--- config.mk ---
export PLATFORM = sky130hd
export DESIGN_NAME = ocTimer
export DESIGN_NICKNAME = d
export VERILOG_FILES = /design/src/rtl/ocTimerPkg.sv /design/src/rtl/ocTimerCtrl.sv /design/src/rtl/ocTimerDp.sv /design/src/rtl/ocTimer.sv
export SDC_FILE = /design/constraint.sdc
export NUM_CORES = 1
export LEC_CHECK = 0
export BUFFER_PORTS_ARGS = -buffer_cell sky130_fd_sc_hd__buf_2
export CAP_MARGIN = 20
export CORE_MARGIN = 2
export CORE_UTILIZATION = 50
export DETAILED_ROUTE_END_ITERATION = 8
export PLACE_DENSITY = 0.73
export SYNTH_ARGS = -nofsm -noshare
export SYNTH_HDL_FRONTEND = slang
export SYNTH_HIERARCHICAL = 1
export SYNTH_SLANG_ARGS = --single-unit
--- constraint.sdc ---
create_clock -name clk -period 2.23 [get_ports clk]
set_input_delay 0.1115 -clock clk [delete_from_list [all_inputs] [get_ports clk]]
set_output_delay 0.1115 -clock clk [all_outputs]
set_load 0.005 [all_outputs]
--- src/rtl/ocTimerPkg.sv ---
package ocTimerPkg;

  typedef struct packed {
    logic       tick;
    logic       clrOnMatch;
    logic       loadPin;
    logic       pinInit;
    logic [1:0] pinAct;
    logic       loadCmp;
  } dpStrobeT;

  localparam logic [2:0] CLR_ON_CMP = 3'b001;

  localparam logic [1:0] ACT_HOLD   = 2'b00;
  localparam logic [1:0] ACT_LOW    = 2'b01;
  localparam logic [1:0] ACT_HIGH   = 2'b10;
  localparam logic [1:0] ACT_TOGGLE = 2'b11;

endpackage

--- src/rtl/ocTimerCtrl.sv ---
module ocTimerCtrl
  import ocTimerPkg::*;
#(
  parameter int CNT_W    = 16,
  parameter int PS_STEP  = 2,
  parameter int PS_CODES = 4
) (
  input  logic             clk,
  input  logic             rstN,
  input  logic             wrCtrl,
  input  logic             wrMode,
  input  logic             wrIoCtrl,
  input  logic             wrIntEn,
  input  logic             wrStart,
  input  logic             wrStatus,
  input  logic             rdStatus,
  input  logic             wrCompare,
  input  logic [CNT_W-1:0] wrData,
  input  logic             matchHit,
  output dpStrobeT         strb,
  output logic             matchFlag,
  output logic             irq
);

  localparam int PRE_W    = PS_STEP * (PS_CODES - 1);
  localparam int PS_SEL_W = (PS_CODES > 1) ? $clog2(PS_CODES) : 1;

  logic [2:0]          clrSel;
  logic [PS_SEL_W-1:0] psSel;
  logic [3:0]          modeReg;
  logic [3:0]          ioCtrl;
  logic                intEn;
  logic                running;
  logic                armed;
  logic [PRE_W-1:0]    preCnt;
  logic [PRE_W:0]      preSpan;
  logic [PRE_W-1:0]    preMask;

  always_ff @(posedge clk) begin
    if (!rstN) begin
      clrSel  <= '0;
      psSel   <= '0;
      modeReg <= '0;
      ioCtrl  <= '0;
      intEn   <= 1'b0;
      running <= 1'b0;
    end else begin
      if (wrCtrl) begin
        clrSel <= wrData[7:5];
        psSel  <= wrData[PS_SEL_W-1:0];
      end
      if (wrMode)   modeReg <= wrData[3:0];
      if (wrIoCtrl) ioCtrl  <= wrData[3:0];
      if (wrIntEn)  intEn   <= wrData[0];
      if (wrStart)  running <= wrData[0];
    end
  end

  // prescaler runs only while started, so each start begins a fresh division
  always_ff @(posedge clk) begin
    if (!rstN || !running) preCnt <= '0;
    else                   preCnt <= preCnt + 1'b1;
  end

  assign preSpan = (PRE_W+1)'(1) << (PS_STEP * int'(psSel));
  assign preMask = preSpan[PRE_W-1:0] - PRE_W'(1);

  always_comb begin
    strb.tick       = running && (modeReg == 4'd0) && ((preCnt & preMask) == preMask);
    strb.clrOnMatch = (clrSel == CLR_ON_CMP);
    strb.loadPin    = wrIoCtrl;
    strb.pinInit    = wrData[2];
    strb.pinAct     = ioCtrl[1:0];
    strb.loadCmp    = wrCompare;
  end

  // flag clear needs a prior read that saw the flag set
  always_ff @(posedge clk) begin
    if (!rstN) begin
      matchFlag <= 1'b0;
      armed     <= 1'b0;
    end else begin
      if (matchHit)                           matchFlag <= 1'b1;
      else if (wrStatus && armed && !wrData[0]) matchFlag <= 1'b0;
      if (wrStatus)                     armed <= 1'b0;
      else if (rdStatus && matchFlag)   armed <= 1'b1;
    end
  end

  assign irq = matchFlag & intEn;

endmodule

--- src/rtl/ocTimerDp.sv ---
module ocTimerDp
  import ocTimerPkg::*;
#(
  parameter int CNT_W = 16
) (
  input  logic             clk,
  input  logic             rstN,
  input  dpStrobeT         strb,
  input  logic [CNT_W-1:0] wrData,
  output logic [CNT_W-1:0] count,
  output logic             cmpPin,
  output logic             matchHit
);

  logic [CNT_W-1:0] cmpReg;

  always_ff @(posedge clk) begin
    if (!rstN)             cmpReg <= '1;
    else if (strb.loadCmp) cmpReg <= wrData;
  end

  // compare against the value before it increments
  assign matchHit = strb.tick && (count == cmpReg);

  always_ff @(posedge clk) begin
    if (!rstN) count <= '0;
    else if (strb.tick) begin
      if (matchHit && strb.clrOnMatch) count <= '0;
      else                             count <= count + 1'b1;
    end
  end

  always_ff @(posedge clk) begin
    if (!rstN)             cmpPin <= 1'b0;
    else if (strb.loadPin) cmpPin <= strb.pinInit;
    else if (matchHit) begin
      case (strb.pinAct)
        ACT_LOW:    cmpPin <= 1'b0;
        ACT_HIGH:   cmpPin <= 1'b1;
        ACT_TOGGLE: cmpPin <= ~cmpPin;
        default:    cmpPin <= cmpPin;
      endcase
    end
  end

endmodule

--- src/rtl/ocTimer.sv ---
module ocTimer
  import ocTimerPkg::*;
#(
  parameter int CNT_W    = 16,
  parameter int PS_STEP  = 2,
  parameter int PS_CODES = 4
) (
  input  logic             clk,
  input  logic             rstN,
  input  logic             wrCtrl,
  input  logic             wrMode,
  input  logic             wrIoCtrl,
  input  logic             wrIntEn,
  input  logic             wrCompare,
  input  logic             wrStart,
  input  logic             wrStatus,
  input  logic             rdStatus,
  input  logic [CNT_W-1:0] wrData,
  output logic [CNT_W-1:0] count,
  output logic             cmpPin,
  output logic             matchFlag,
  output logic             irq
);

  dpStrobeT strb;
  logic     matchHit;

  ocTimerCtrl #(.CNT_W(CNT_W), .PS_STEP(PS_STEP), .PS_CODES(PS_CODES)) ctrl (
    .clk(clk), .rstN(rstN),
    .wrCtrl(wrCtrl), .wrMode(wrMode), .wrIoCtrl(wrIoCtrl), .wrIntEn(wrIntEn),
    .wrStart(wrStart), .wrStatus(wrStatus), .rdStatus(rdStatus),
    .wrCompare(wrCompare), .wrData(wrData), .matchHit(matchHit),
    .strb(strb), .matchFlag(matchFlag), .irq(irq)
  );

  ocTimerDp #(.CNT_W(CNT_W)) dp (
    .clk(clk), .rstN(rstN), .strb(strb), .wrData(wrData),
    .count(count), .cmpPin(cmpPin), .matchHit(matchHit)
  );

endmodule

==> results of run 1 <==
[layout by cell type, fill, tap and decap left out, drive strengths merged, types with 2 or more instances in the layout]
master  instances
xor2           23
dfxtp          54
xnor2          11
nor3            3
and3            3
nand4           7
nand3           6
and2            2
nor3b           2
inv             5
buf            50
ha              4
o21ai           4
bufinv          2
clkbuf          6
nor2           26
nor2b          16
nand2          27
nor4            4
a21oi           5
mux2i          30
[worst max-delay path: stages, from the launching register on]
cell	delay [ns]
dfxtp_1	0.40
nand4_1	0.14
a21oi_1	0.14
o211a_1	0.25
and3_1	0.18
nand4_1	0.29
nor3_1	0.34
xnor2_1	0.17
nor2_2	0.04
[kinds of logic after synthesis]
logic type,count (synthesis),share of synthesized area [%]
AOI/OAI and AO/OA,14,4.207
DFF,54,43.79
and+or+nand+nor,99,21.59
adders and majority gates,4,2.027
xor gates and xnor gates,34,12.06
buffers and inverters,18,4.156
muxes,30,12.16
[power groups by stage]
stage	registers, uW	logic (uW)	clock network [uW]
floorplan	1040	108	0
global placement	1040	152	0
detailed placement	1040	155	0
CTS	1020	157	670
global route	1030	176	699
finish	1020	155	649
[repair_timing]
action	in CTS	in global routing
hold endpoints to repair	1	0
endpoints found under the setup margin	0	0
hold buffers	1	0
[layout make-up]
type,count,area (um2)
clock buffer,6,72.57
sequential,54,1081
clock inverter,2,37.54
inverter,6,36.28
fill,428,1883
tap,67,83.83
multi-input combinational,181,1285
timing repair buffer,51,275.3
[stage by stage]
step	power, uW	instances	utilization (%)	hold slack, ns	setup slack, ns
4_1_cts	1849	367	60.39	0.003111	0.2052
3_5_place_dp	1199	358	57.87	0.2948	0.2173
6_report	1825	367	60.39	0.01044	0.1770
2_1_floorplan	1147	253	-	0.1876	0.4000
3_3_place_gp	1195	358	57.87	0.2909	0.2864
5_1_grt	1901	367	60.39	0.01504	0.003933
[metal layers]
metal,vias up,track usage (%),share of wire [%]
met2,44,32.04,46
met1,839,25.04,48
met5,-,0,0
li1,934,-,-
met4,0,7.341,1.6
met3,8,4.201,3.5
[state kept, by name (all words and copies together), names as in the netlist]
| signal | cells |
|---|---|
| ctrl/running | 1 |
| ctrl/psSel | 2 |
| ctrl/modeReg | 4 |
| ctrl/matchFlag | 1 |
| dp/cmpReg | 16 |
| ctrl/intEn | 1 |
| ctrl/armed | 1 |
| ctrl/ioCtrl | 2 |
| dp/count | 16 |
| ctrl/preCnt | 6 |
| dp/cmpPin | 1 |
| ctrl/clrSel | 3 |
[path summary, 6_finish.rpt]
path | start | end | slack, ns | depth (start not counted)
hold reg to reg | ctrl/preCnt[0]$_SDFF_PP0_ | ctrl/preCnt[0]$_SDFF_PP0_ | 0.49 | 1
hold / removal | wrData[11] | dp/cmpReg[11]$_SDFFE_PN1P_ | 0.01 | 3
setup reg to reg | ctrl/preCnt[2]$_SDFF_PP0_ | dp/count[15]$_SDFFE_PN0P_ | 0.18 | 8
setup / recovery | ctrl/preCnt[2]$_SDFF_PP0_ | dp/count[15]$_SDFFE_PN0P_ | 0.18 | 8
==> metrics.md, run 1 <==
| Metric | Value |
|---|---|
| Clk slew on worst S/H paths | `0.09 ns` |
| DR vias/cell | `4.973` |
| DRT Wirelength | `4919 um` |
| Post-DRT Antenna Nets | `0` |
| Area contributors post-synth | `dfxtp_1, mux2i_1, xor2_1, nand2_1, nor2b_1` |
| Die Y | `74.27 um` |
| Crit path DAT | `2.26 ns` |
| CTS tree | `done` |
| Crit path time final | `2.053 ns` |
| Routed WL per cell | `13.40 um` |
| Pleak | `0.001231 uW` |
| RSZ-0062 raised after global routing | `no` |
| Initial Utilization | `51.92%` |
| Post-synth cell types | `34` |
| Worst Hold Class | `primary input to flip-flop` |
| Synth-to-Final Area Change | `16.32%` |
| Routability cong. | `0.7986` |
| Core area | `4755 um2` |
| # IOs | `45` |
| Row Count | `25` |
| Syn nets | `283` |
| Port buffer count | `44` |
| Root buffer cell | `clkbuf_8` |
| Post-Place Cell Area | `2751 um2` |
| Die ar. | `5515 um2` |
| # Max-Cap Violations | `0` |
| Post-synth ARST share | `0%` |
| H-tree Lvls | `2` |
| Logic pwr share | `8.5%` |
| Synth Instances | `253` |
| Fmax | `0.4871 GHz` |
| Ant. Diodes | `0` |
| Gr usage total | `19.41%` |
| Type of origin of the critical path | `flip-flop` |
| Horiz. Die Dim | `74.27 um` |
| Post-DP HPWL | `3630 um` |
| Avg Synthesized Cell Area | `9.757 um2` |
| Share of the synthesized area in the top cell type | `43.79%` |
| Slew @ Worst Pin | `0.5188 ns` |
| CTS buffer count | `5` |
| Status | `completed` |
| Residual DRC | `0` |
| # resized after CTS | `0` |
| Synth area leader | `dfxtp_1` |
| Share of post-route cells with drive strength above 1 | `24.67%` |
| Power density over the cells | `635.7 nW/um2` |
| P_int | `1409 uW` |
| Max FO, Critical Path | `6` |
| Commonest cells in the netlist | `dfxtp_1, mux2i_1, nand2_1, xor2_1` |
| Req. time, crit path | `2.43 ns` |
| Post-synth EDFFs | `0` |
| Fin crit share | `92.06%` |
| Number of DRC markers in iteration 0 | `78` |
| Pre-antenna DRT Iters | `4` |
| Antenna violations before repair | `0` |
| Number of global-route vias before repair | `1784` |
| Via count | `1825` |
| Max VDD drop | `0.0003717 V` |
| Sequential share of the synthesized area | `43.79%` |
| Most frequent cell after synthesis | `dfxtp_1` |
| Critical path capture point type | `flip-flop` |
| Sw frac | `22.82%` |
| Layout Nets | `329` |
| CTS Buffer Depth | `2` |
| Latest clock arrival within the worst-skew pair | `0.31 ns` |
| Reg power frac | `56.0%` |
| Synthesized flop and latch total | `54` |
| Clock sinks | `54` |
| Setup bufs post-CTS | `0` |
| Synthesis warning total | `6` |
| Post-route design area | `2872 um2` |
| Mapped cell area | `2469 um2` |
| Critical path class | `flip-flop to flip-flop` |
| Main synth FF type | `dfxtp_1` |
| Sw Pwr | `416.6 uW` |
| Skew final | `0.005471 ns` |
| First-pass GRT wire length | `8107 um` |
| Grt ovf | `0` |
| Clock network power share | `35.5%` |
| Final setup violation count | `0` |
| Fin. Hold Viols | `0` |
| Setup TNS | `0 ns` |
| Slew HR | `65.42%` |
| Slew Limit Fails | `0` |
| Largest net degree at the start of global routing | `20` |
(Power assumes the default switching activity.)
==> run 2: changes to the inputs <==
--- a/config.mk
+++ b/config.mk
@@ -7,10 +7,12 @@
 export LEC_CHECK = 0
 export BUFFER_PORTS_ARGS = -buffer_cell sky130_fd_sc_hd__buf_2
 export CAP_MARGIN = 20
+export CELL_PAD_IN_SITES_DETAIL_PLACEMENT = 0
+export CELL_PAD_IN_SITES_GLOBAL_PLACEMENT = 1
 export CORE_MARGIN = 2
-export CORE_UTILIZATION = 50
+export CORE_UTILIZATION = 42
 export DETAILED_ROUTE_END_ITERATION = 8
-export PLACE_DENSITY = 0.73
+export PLACE_DENSITY_LB_ADDON = 0.1
 export SYNTH_ARGS = -nofsm -noshare
 export SYNTH_HDL_FRONTEND = slang
 export SYNTH_HIERARCHICAL = 1
==> constraint.sdc (replaced) <==
create_clock -name clk -period 2.2 [get_ports clk]
set_input_delay 0.11 -clock clk [delete_from_list [all_inputs] [get_ports clk]]
set_output_delay 0.11 -clock clk [all_outputs]
set_load 0.005 [all_outputs]
==> metrics.md, run 2 (synthesis results as in run 1) <==
| Metric | Value |
|---|---|
| Status | `completed` |
| Die ar. | `6507 um2 (+18%)` |
| Routability cong. | `0.7621 (-4.6%)` |
| Residual DRC | `0 (unchanged)` |
| Critical register-to-register path endpoint | `dp/count[12]$_SDFFE_PN0P_` |
| DRT Wirelength | `5144 um (+4.6%)` |
| Crit path DAT | `2.08 ns (-0.18 ns)` |
| CTS Buffer Depth | `2 (unchanged)` |
| Fill cells | `568 (+33%)` |
| # IOs | `45 (unchanged)` |
| Util after Layout | `51.38% (-9.0 points)` |
| Max VDD drop | `0.0003802 V (+2.3%)` |
| Core area | `5608 um2 (+18%)` |
| Fin. Hold Viols | `0 (unchanged)` |
| Horiz. Die Dim | `80.67 um (+8.6%)` |
| Setup TNS | `0 ns (unchanged)` |
| Latest clock arrival within the worst-skew pair | `0.30 ns (about the same)` |
| Commonest cells after routing, fill and taps aside | `dfxtp_1, buf_2, mux2i_1` |
| Root buffer cell | `clkbuf_8` |
| Routed WL per cell | `13.75 um (+2.6%)` |
| RSZ-0062 raised after global routing | `no` |
| Post-DP HPWL | `3785 um (+4.3%)` |
| Row Count | `27 (+8.0%)` |
| Max FO, Critical Path | `5 (-1)` |
| Die Y | `80.67 um (+8.6%)` |
| Share of post-route cells with drive strength above 1 | `25.17% (+0.50 points)` |
| Regs by FF count | `dp/cmpReg (16), dp/count (16), ctrl/preCnt (6)` |
| Slew Limit Fails | `0 (unchanged)` |
| Critical path capture point type | `flip-flop` |
| Worst Reg2Reg Path Length in Cells | `8 (unchanged)` |
| Gr usage total | `17.45% (-2.0 points)` |
| Worst Hold Class | `primary input to flip-flop` |
| Layout Nets | `331 (+0.61%)` |
| Slew @ Worst Pin | `0.5019 ns (-0.01683 ns)` |
| Type of origin of the critical path | `flip-flop` |
| Commonest non-fill, non-tap cell in the layout | `dfxtp_1` |
| Final setup violation count | `0 (unchanged)` |
| CTS buffer count | `5 (unchanged)` |
| Pleak | `0.001239 uW (+0.65%)` |
| CTS tree | `done` |
| WHS Endpoint | `dp/cmpReg[14]$_SDFFE_PN1P_` |
| Synth-to-Final Area Change | `16.73%` |
| Clock sinks | `54 (unchanged)` |
| Number of global-route vias before repair | `1742 (-2.4%)` |
| Pre-antenna DRT Iters | `4 (unchanged)` |
| Worst hold path startpoint | `wrData[14]` |
| Via count | `1800 (-1.4%)` |
| Clk slew on worst S/H paths | `0.10 ns (about the same)` |
| Fin cells | `374 (+1.9%)` |
| Crit path time final | `1.878 ns (-0.1745 ns)` |
| FF-to-FF Start | `ctrl/preCnt[0]$_SDFF_PP0_` |
| Initial Utilization | `44.02% (-7.9 points)` |
| Post-DRT Antenna Nets | `0 (unchanged)` |
| Post-CTS Hold Fix Bufs | `1 (unchanged)` |
| Largest net degree at the start of global routing | `23 (+15%)` |
| Inst Count DP | `365 (+2.0%)` |
| Setup bufs post-CTS | `0 (unchanged)` |
| # resized after CTS | `0 (unchanged)` |
| Grt ovf | `0 (unchanged)` |
| # Max-Cap Violations | `0 (unchanged)` |
| Critical path class | `flip-flop to flip-flop` |
| H-tree Lvls | `2 (unchanged)` |
| WHS | `0.01752 ns (+0.007084 ns)` |
| Ant. Diodes | `0 (unchanged)` |
| Cells on Worst Hold Path | `3 (unchanged)` |
| Antenna violations before repair | `0 (unchanged)` |
| Number of DRC markers in iteration 0 | `98 (+26%)` |
| Power density over the cells | `607.2 nW/um2 (-4.5%)` |
| First-pass GRT wire length | `8590 um (+6.0%)` |
| Fmax | `0.5323 GHz (+9.3%)` |
| Port buffer count | `44 (unchanged)` |
| Fin crit share | `85.38% (-6.7 points)` |
| DR vias/cell | `4.813 (-3.2%)` |
| Reg2reg setup slack | `0.32 ns (+0.14 ns)` |
| Skew final | `0.005153 ns (-0.0003179 ns)` |
| Slew HR | `66.54% (+1.1 points)` |
| Req. time, crit path | `2.40 ns (-0.03 ns)` |
[run 2: report_power, final]
group | switching (uW) | leakage (uW) | internal [uW]
Clock | 328 | 0.0000452 | 226
Sequential | 23.3 | 0.000442 | 1010
Combinational | 82.1 | 0.000752 | 79.2
[run 2: through the flow]
stage,power [uW],setup WS [ns],instance area (um2)
floorplan,1163,0.3700,2469
global placement,1219,0.3182,2785
detailed placement,1221,0.3184,2785
CTS,1776,0.2949,2882
global route,1838,0.1004,2882
finish,1750,0.3215,2882
[run 2: worst max-delay path by stage]
| stage | startpoint | end | slack, ns |
|---|---|---|---|
| global placement | ctrl/preCnt[0]$_SDFF_PP0_ | dp/count[12]$_SDFFE_PN0P_ | 0.32 |
| CTS | ctrl/preCnt[0]$_SDFF_PP0_ | dp/count[12]$_SDFFE_PN0P_ | 0.29 |
| finish | ctrl/preCnt[0]$_SDFF_PP0_ | dp/count[12]$_SDFFE_PN0P_ | 0.32 |
| floorplan | ctrl/preCnt[2]$_SDFF_PP0_ | dp/count[15]$_SDFFE_PN0P_ | 0.37 |
| detailed placement | ctrl/preCnt[0]$_SDFF_PP0_ | dp/count[9]$_SDFFE_PN0P_ | 0.32 |
| global route | ctrl/preCnt[2]$_SDFF_PP0_ | dp/count[8]$_SDFFE_PN0P_ | 0.10 |
[run 2: cell type report]
type	count	area, um2	share of cell area [%]
clock inverters	2	13.76	0.4776
multi-input cells	181	1285	44.59
repair buffers	53	302.8	10.51
well taps	72	90.09	3.126
clock buffers	6	72.57	2.518
flip-flops and latches	54	1081	37.52
inverters	6	36.28	1.259
[run 2: routing by layer]
layer	wire length (um)	track usage, %	up-vias
met5	0	0	-
met4	24	4.576	0
met3	173	3.708	2
met2	2267	26.08	35
met1	2679	25.33	823
li1	-	-	940
[run 2: worst max-delay path: stages, from the launching register on]
cell,delay (ns)
dfxtp_1,0.41
nand4_1,0.14
a21oi_1,0.15
o211a_1,0.26
nand4_1,0.18
nor2_1,0.27
nand4_1,0.16
xor2_1,0.16
nor2_1,0.05
==> run 3: changes to the inputs <==
--- a/config.mk
+++ b/config.mk
@@ -10,10 +10,9 @@
 export CELL_PAD_IN_SITES_DETAIL_PLACEMENT = 0
 export CELL_PAD_IN_SITES_GLOBAL_PLACEMENT = 1
 export CORE_MARGIN = 2
-export CORE_UTILIZATION = 42
+export CORE_UTILIZATION = 41
 export DETAILED_ROUTE_END_ITERATION = 8
 export PLACE_DENSITY_LB_ADDON = 0.1
 export SYNTH_ARGS = -nofsm -noshare
 export SYNTH_HDL_FRONTEND = slang
-export SYNTH_HIERARCHICAL = 1
 export SYNTH_SLANG_ARGS = --single-unit
==> metrics.md, run 3 <==
| Metric | Value |
|---|---|
| Fmax | `0.5699 GHz (+7.1%)` |
| Sequential share of the synthesized area | `45.86% (+2.1 points)` |
| Ant. Diodes | `0 (unchanged)` |
| Post-route design area | `2785 um2 (-3.3%)` |
| Synth Instances | `249 (-1.6%)` |
| DRT Wirelength | `5136 um (-0.16%)` |
| Final setup violation count | `0 (unchanged)` |
| DR vias/cell | `4.949 (+2.8%)` |
| Pre-antenna DRT Iters | `4 (unchanged)` |
| Residual DRC | `0 (unchanged)` |
| Slew HR | `66.30% (-0.24 points)` |
| Commonest cells in the netlist | `dfxtp_1, mux2i_1, nor2_1, nand2_1, xnor2_1` |
| Sequential Area | `1081 um2 (unchanged)` |
| Die Y | `79.83 um (-1.0%)` |
| Post-DP HPWL | `3805 um (+0.54%)` |
| Die ar. | `6372 um2 (-2.1%)` |
| Post-synth EDFFs | `0 (unchanged)` |
| Routed WL per cell | `13.77 um (+0.11%)` |
| # Max-Cap Violations | `0 (unchanged)` |
| Grt ovf | `0 (unchanged)` |
| Initial Utilization | `42.55% (-1.5 points)` |
| Layout Nets | `329 (-0.60%)` |
| Post-Place Cell Area | `2699 um2 (-3.1%)` |
| Latest clock arrival within the worst-skew pair | `0.30 ns (about the same)` |
| Syn nets | `277 (-2.1%)` |
| Skew final | `0.007186 ns (+0.002033 ns)` |
| Fin. Hold Viols | `0 (unchanged)` |
| Overall power | `1721 uW (-1.6%)` |
| Slew @ Worst Pin | `0.5055 ns (+0.003597 ns)` |
| Clock sinks | `54 (unchanged)` |
| Row Count | `27 (unchanged)` |
| Core area | `5540 um2 (-1.2%)` |
| Pleak | `0.001184 uW (-4.4%)` |
| Clk slew on worst S/H paths | `0.09 ns (about the same)` |
| Port buffer count | `44 (unchanged)` |
| Fin crit share | `79.75% (-5.6 points)` |
| CTS buffer count | `5 (unchanged)` |
| Main synth FF type | `dfxtp_1` |
| Number of global-route vias before repair | `1666 (-4.4%)` |
| Slew Limit Fails | `0 (unchanged)` |
| Post-synth ARST share | `0% (unchanged)` |
| Synth area leader | `dfxtp_1` |
| CTS Buffer Depth | `2 (unchanged)` |
| Gr usage total | `17.22% (-0.23 points)` |
| Crit path time final | `1.755 ns (-0.1239 ns)` |
| Routability cong. | `0.7818 (+2.6%)` |
| Setup bufs post-CTS | `0 (unchanged)` |
| Worst Hold Class | `primary input to flip-flop` |
| Commonest non-fill, non-tap cell in the layout | `dfxtp_1` |
| Mapped cell area | `2357 um2 (-4.5%)` |
| Power density over the cells | `617.9 nW/um2 (+1.8%)` |
| Crit path DAT | `1.95 ns (-0.13 ns)` |
| Fill cells | `564 (-0.70%)` |
| Status | `completed` |
| Synth-to-Final Area Change | `18.15%` |
| Critical path class | `flip-flop to flip-flop` |
| H-tree Lvls | `2 (unchanged)` |
| CTS tree | `done` |
| RSZ-0062 raised after global routing | `no` |
| Max FO, Critical Path | `7 (+2)` |
| Most frequent cell after synthesis | `dfxtp_1` |
| Root buffer cell | `clkbuf_8` |
| Combined area of the multi-input logic cells | `1214 um2 (-5.6%)` |
| Setup TNS | `0 ns (unchanged)` |
| Regs by FF count | `dp.cmpReg (16), dp.count (16), ctrl.preCnt (6)` |
| Area contributors post-synth | `dfxtp_1, mux2i_1, xnor2_1, nor2_1, nand2_1` |
| Antenna violations before repair | `0 (unchanged)` |
| # IOs | `45 (unchanged)` |
| Synthesized flop and latch total | `54 (unchanged)` |
| Req. time, crit path | `2.39 ns (about the same)` |
| Max VDD drop | `0.0003489 V (-8.2%)` |
| Largest net degree at the start of global routing | `24 (+4.3%)` |
| Type of origin of the critical path | `flip-flop` |
| Via count | `1846 (+2.6%)` |
| WHS | `0.02496 ns (+0.007435 ns)` |
| Critical path capture point type | `flip-flop` |
| Post-synth cell types | `35 (+2.9%)` |
| Post-DRT Antenna Nets | `0 (unchanged)` |
| Share of the synthesized area in the top cell type | `45.86% (+2.1 points)` |
| Number of DRC markers in iteration 0 | `95 (-3.1%)` |
| Avg Synthesized Cell Area | `9.467 um2 (-3.0%)` |
| Horiz. Die Dim | `79.83 um (-1.0%)` |
| Share of post-route cells with drive strength above 1 | `21.93% (-3.2 points)` |
| Commonest cells after routing, fill and taps aside | `dfxtp_1, buf_2, mux2i_1` |
| Synthesis warning total | `0 (-6)` |
| First-pass GRT wire length | `8376 um (-2.5%)` |
==> run 3: changes by cell type in the layout (fill, tap and decap cells not counted), sizes merged, moves of 3 or more <==
| cell | delta |
|---|---|
| nor2b | -16 |
| a21oi | +5 |
| nand2 | -3 |
| o22ai | +3 |
| or3 | +5 |
| o21ai | +3 |
| xnor2 | +9 |
| nand3 | +3 |
| xor2 | -16 |
| nand4 | +4 |
==> run 3: timing repair <==
item | CTS | global route
hold buffers | 1 | 0
endpoints found under the hold margin | 1 | 0
resized for setup | 0 | 0
==> run 3: kinds of logic after synthesis <==
logic type / after synthesis / share of synthesized area, %
adder cells (fa/ha/maj): 2 / 1.061
multiplexers: 29 / 12.31
buffers and inverters: 15 / 2.654
XOR/XNOR: 27 / 10.03
flip-flops: 54 / 45.86
AND/OR/NAND/NOR: 96 / 20.81
AO/OA/AOI/OAI: 26 / 7.272
==> run 3: stage by stage <==
step	setup WS [ns]	util, %	instances
5_1_grt	0.2922	50.27	373
2_1_floorplan	0.5090	-	249
3_3_place_gp	0.4500	48.71	365
6_report	0.4454	50.27	373
4_1_cts	0.4135	50.27	373
3_5_place_dp	0.4343	48.71	365
==> run 3: area by class of cell <==
class	count	area share, %
clock buffer	7	2.740
inverter	5	0.6739
multi-input combinational	180	43.58
sequential	54	38.81
tap	72	3.235
timing repair buffer	55	10.96
==> run 3: worst paths after layout <==
path	startpoint	endpoint	slack, ns	depth (start not counted)
setup reg to reg	ctrl.modeReg[0]$_SDFFE_PN0P_	dp.cmpPin$_SDFFE_PN0P_	0.45	6
hold reg to reg	ctrl.preCnt[0]$_SDFF_PP0_	ctrl.preCnt[0]$_SDFF_PP0_	0.49	1
setup / recovery	ctrl.modeReg[0]$_SDFFE_PN0P_	dp.cmpPin$_SDFFE_PN0P_	0.45	6
hold / removal	wrData[4]	dp.cmpReg[4]$_SDFFE_PN1P_	0.02	3
==> run 3: per-layer routing <==
layer	GRT usage, %	part of all wire, %	up-vias
met5	0	0	-
met4	4.746	0.47	0
met3	4.412	3.3	2
met2	24.45	42	30
met1	25.58	54	849
li1	-	-	965
==> run 3: critical path: stages, from the launching register on <==
cell      delay, ns
dfxtp_1        0.32
or2_4          0.25
nor3_1         0.31
and2_1         0.22
buf_4          0.16
a21boi_1       0.07
o311a_1        0.32
==> run 3: power by group <==
group	switching [uW]	internal [uW]	total [uW]
clock	302	220	522
sequential	25.6	1010	1040
combinational	81.1	80.5	162
total	408	1310	1720
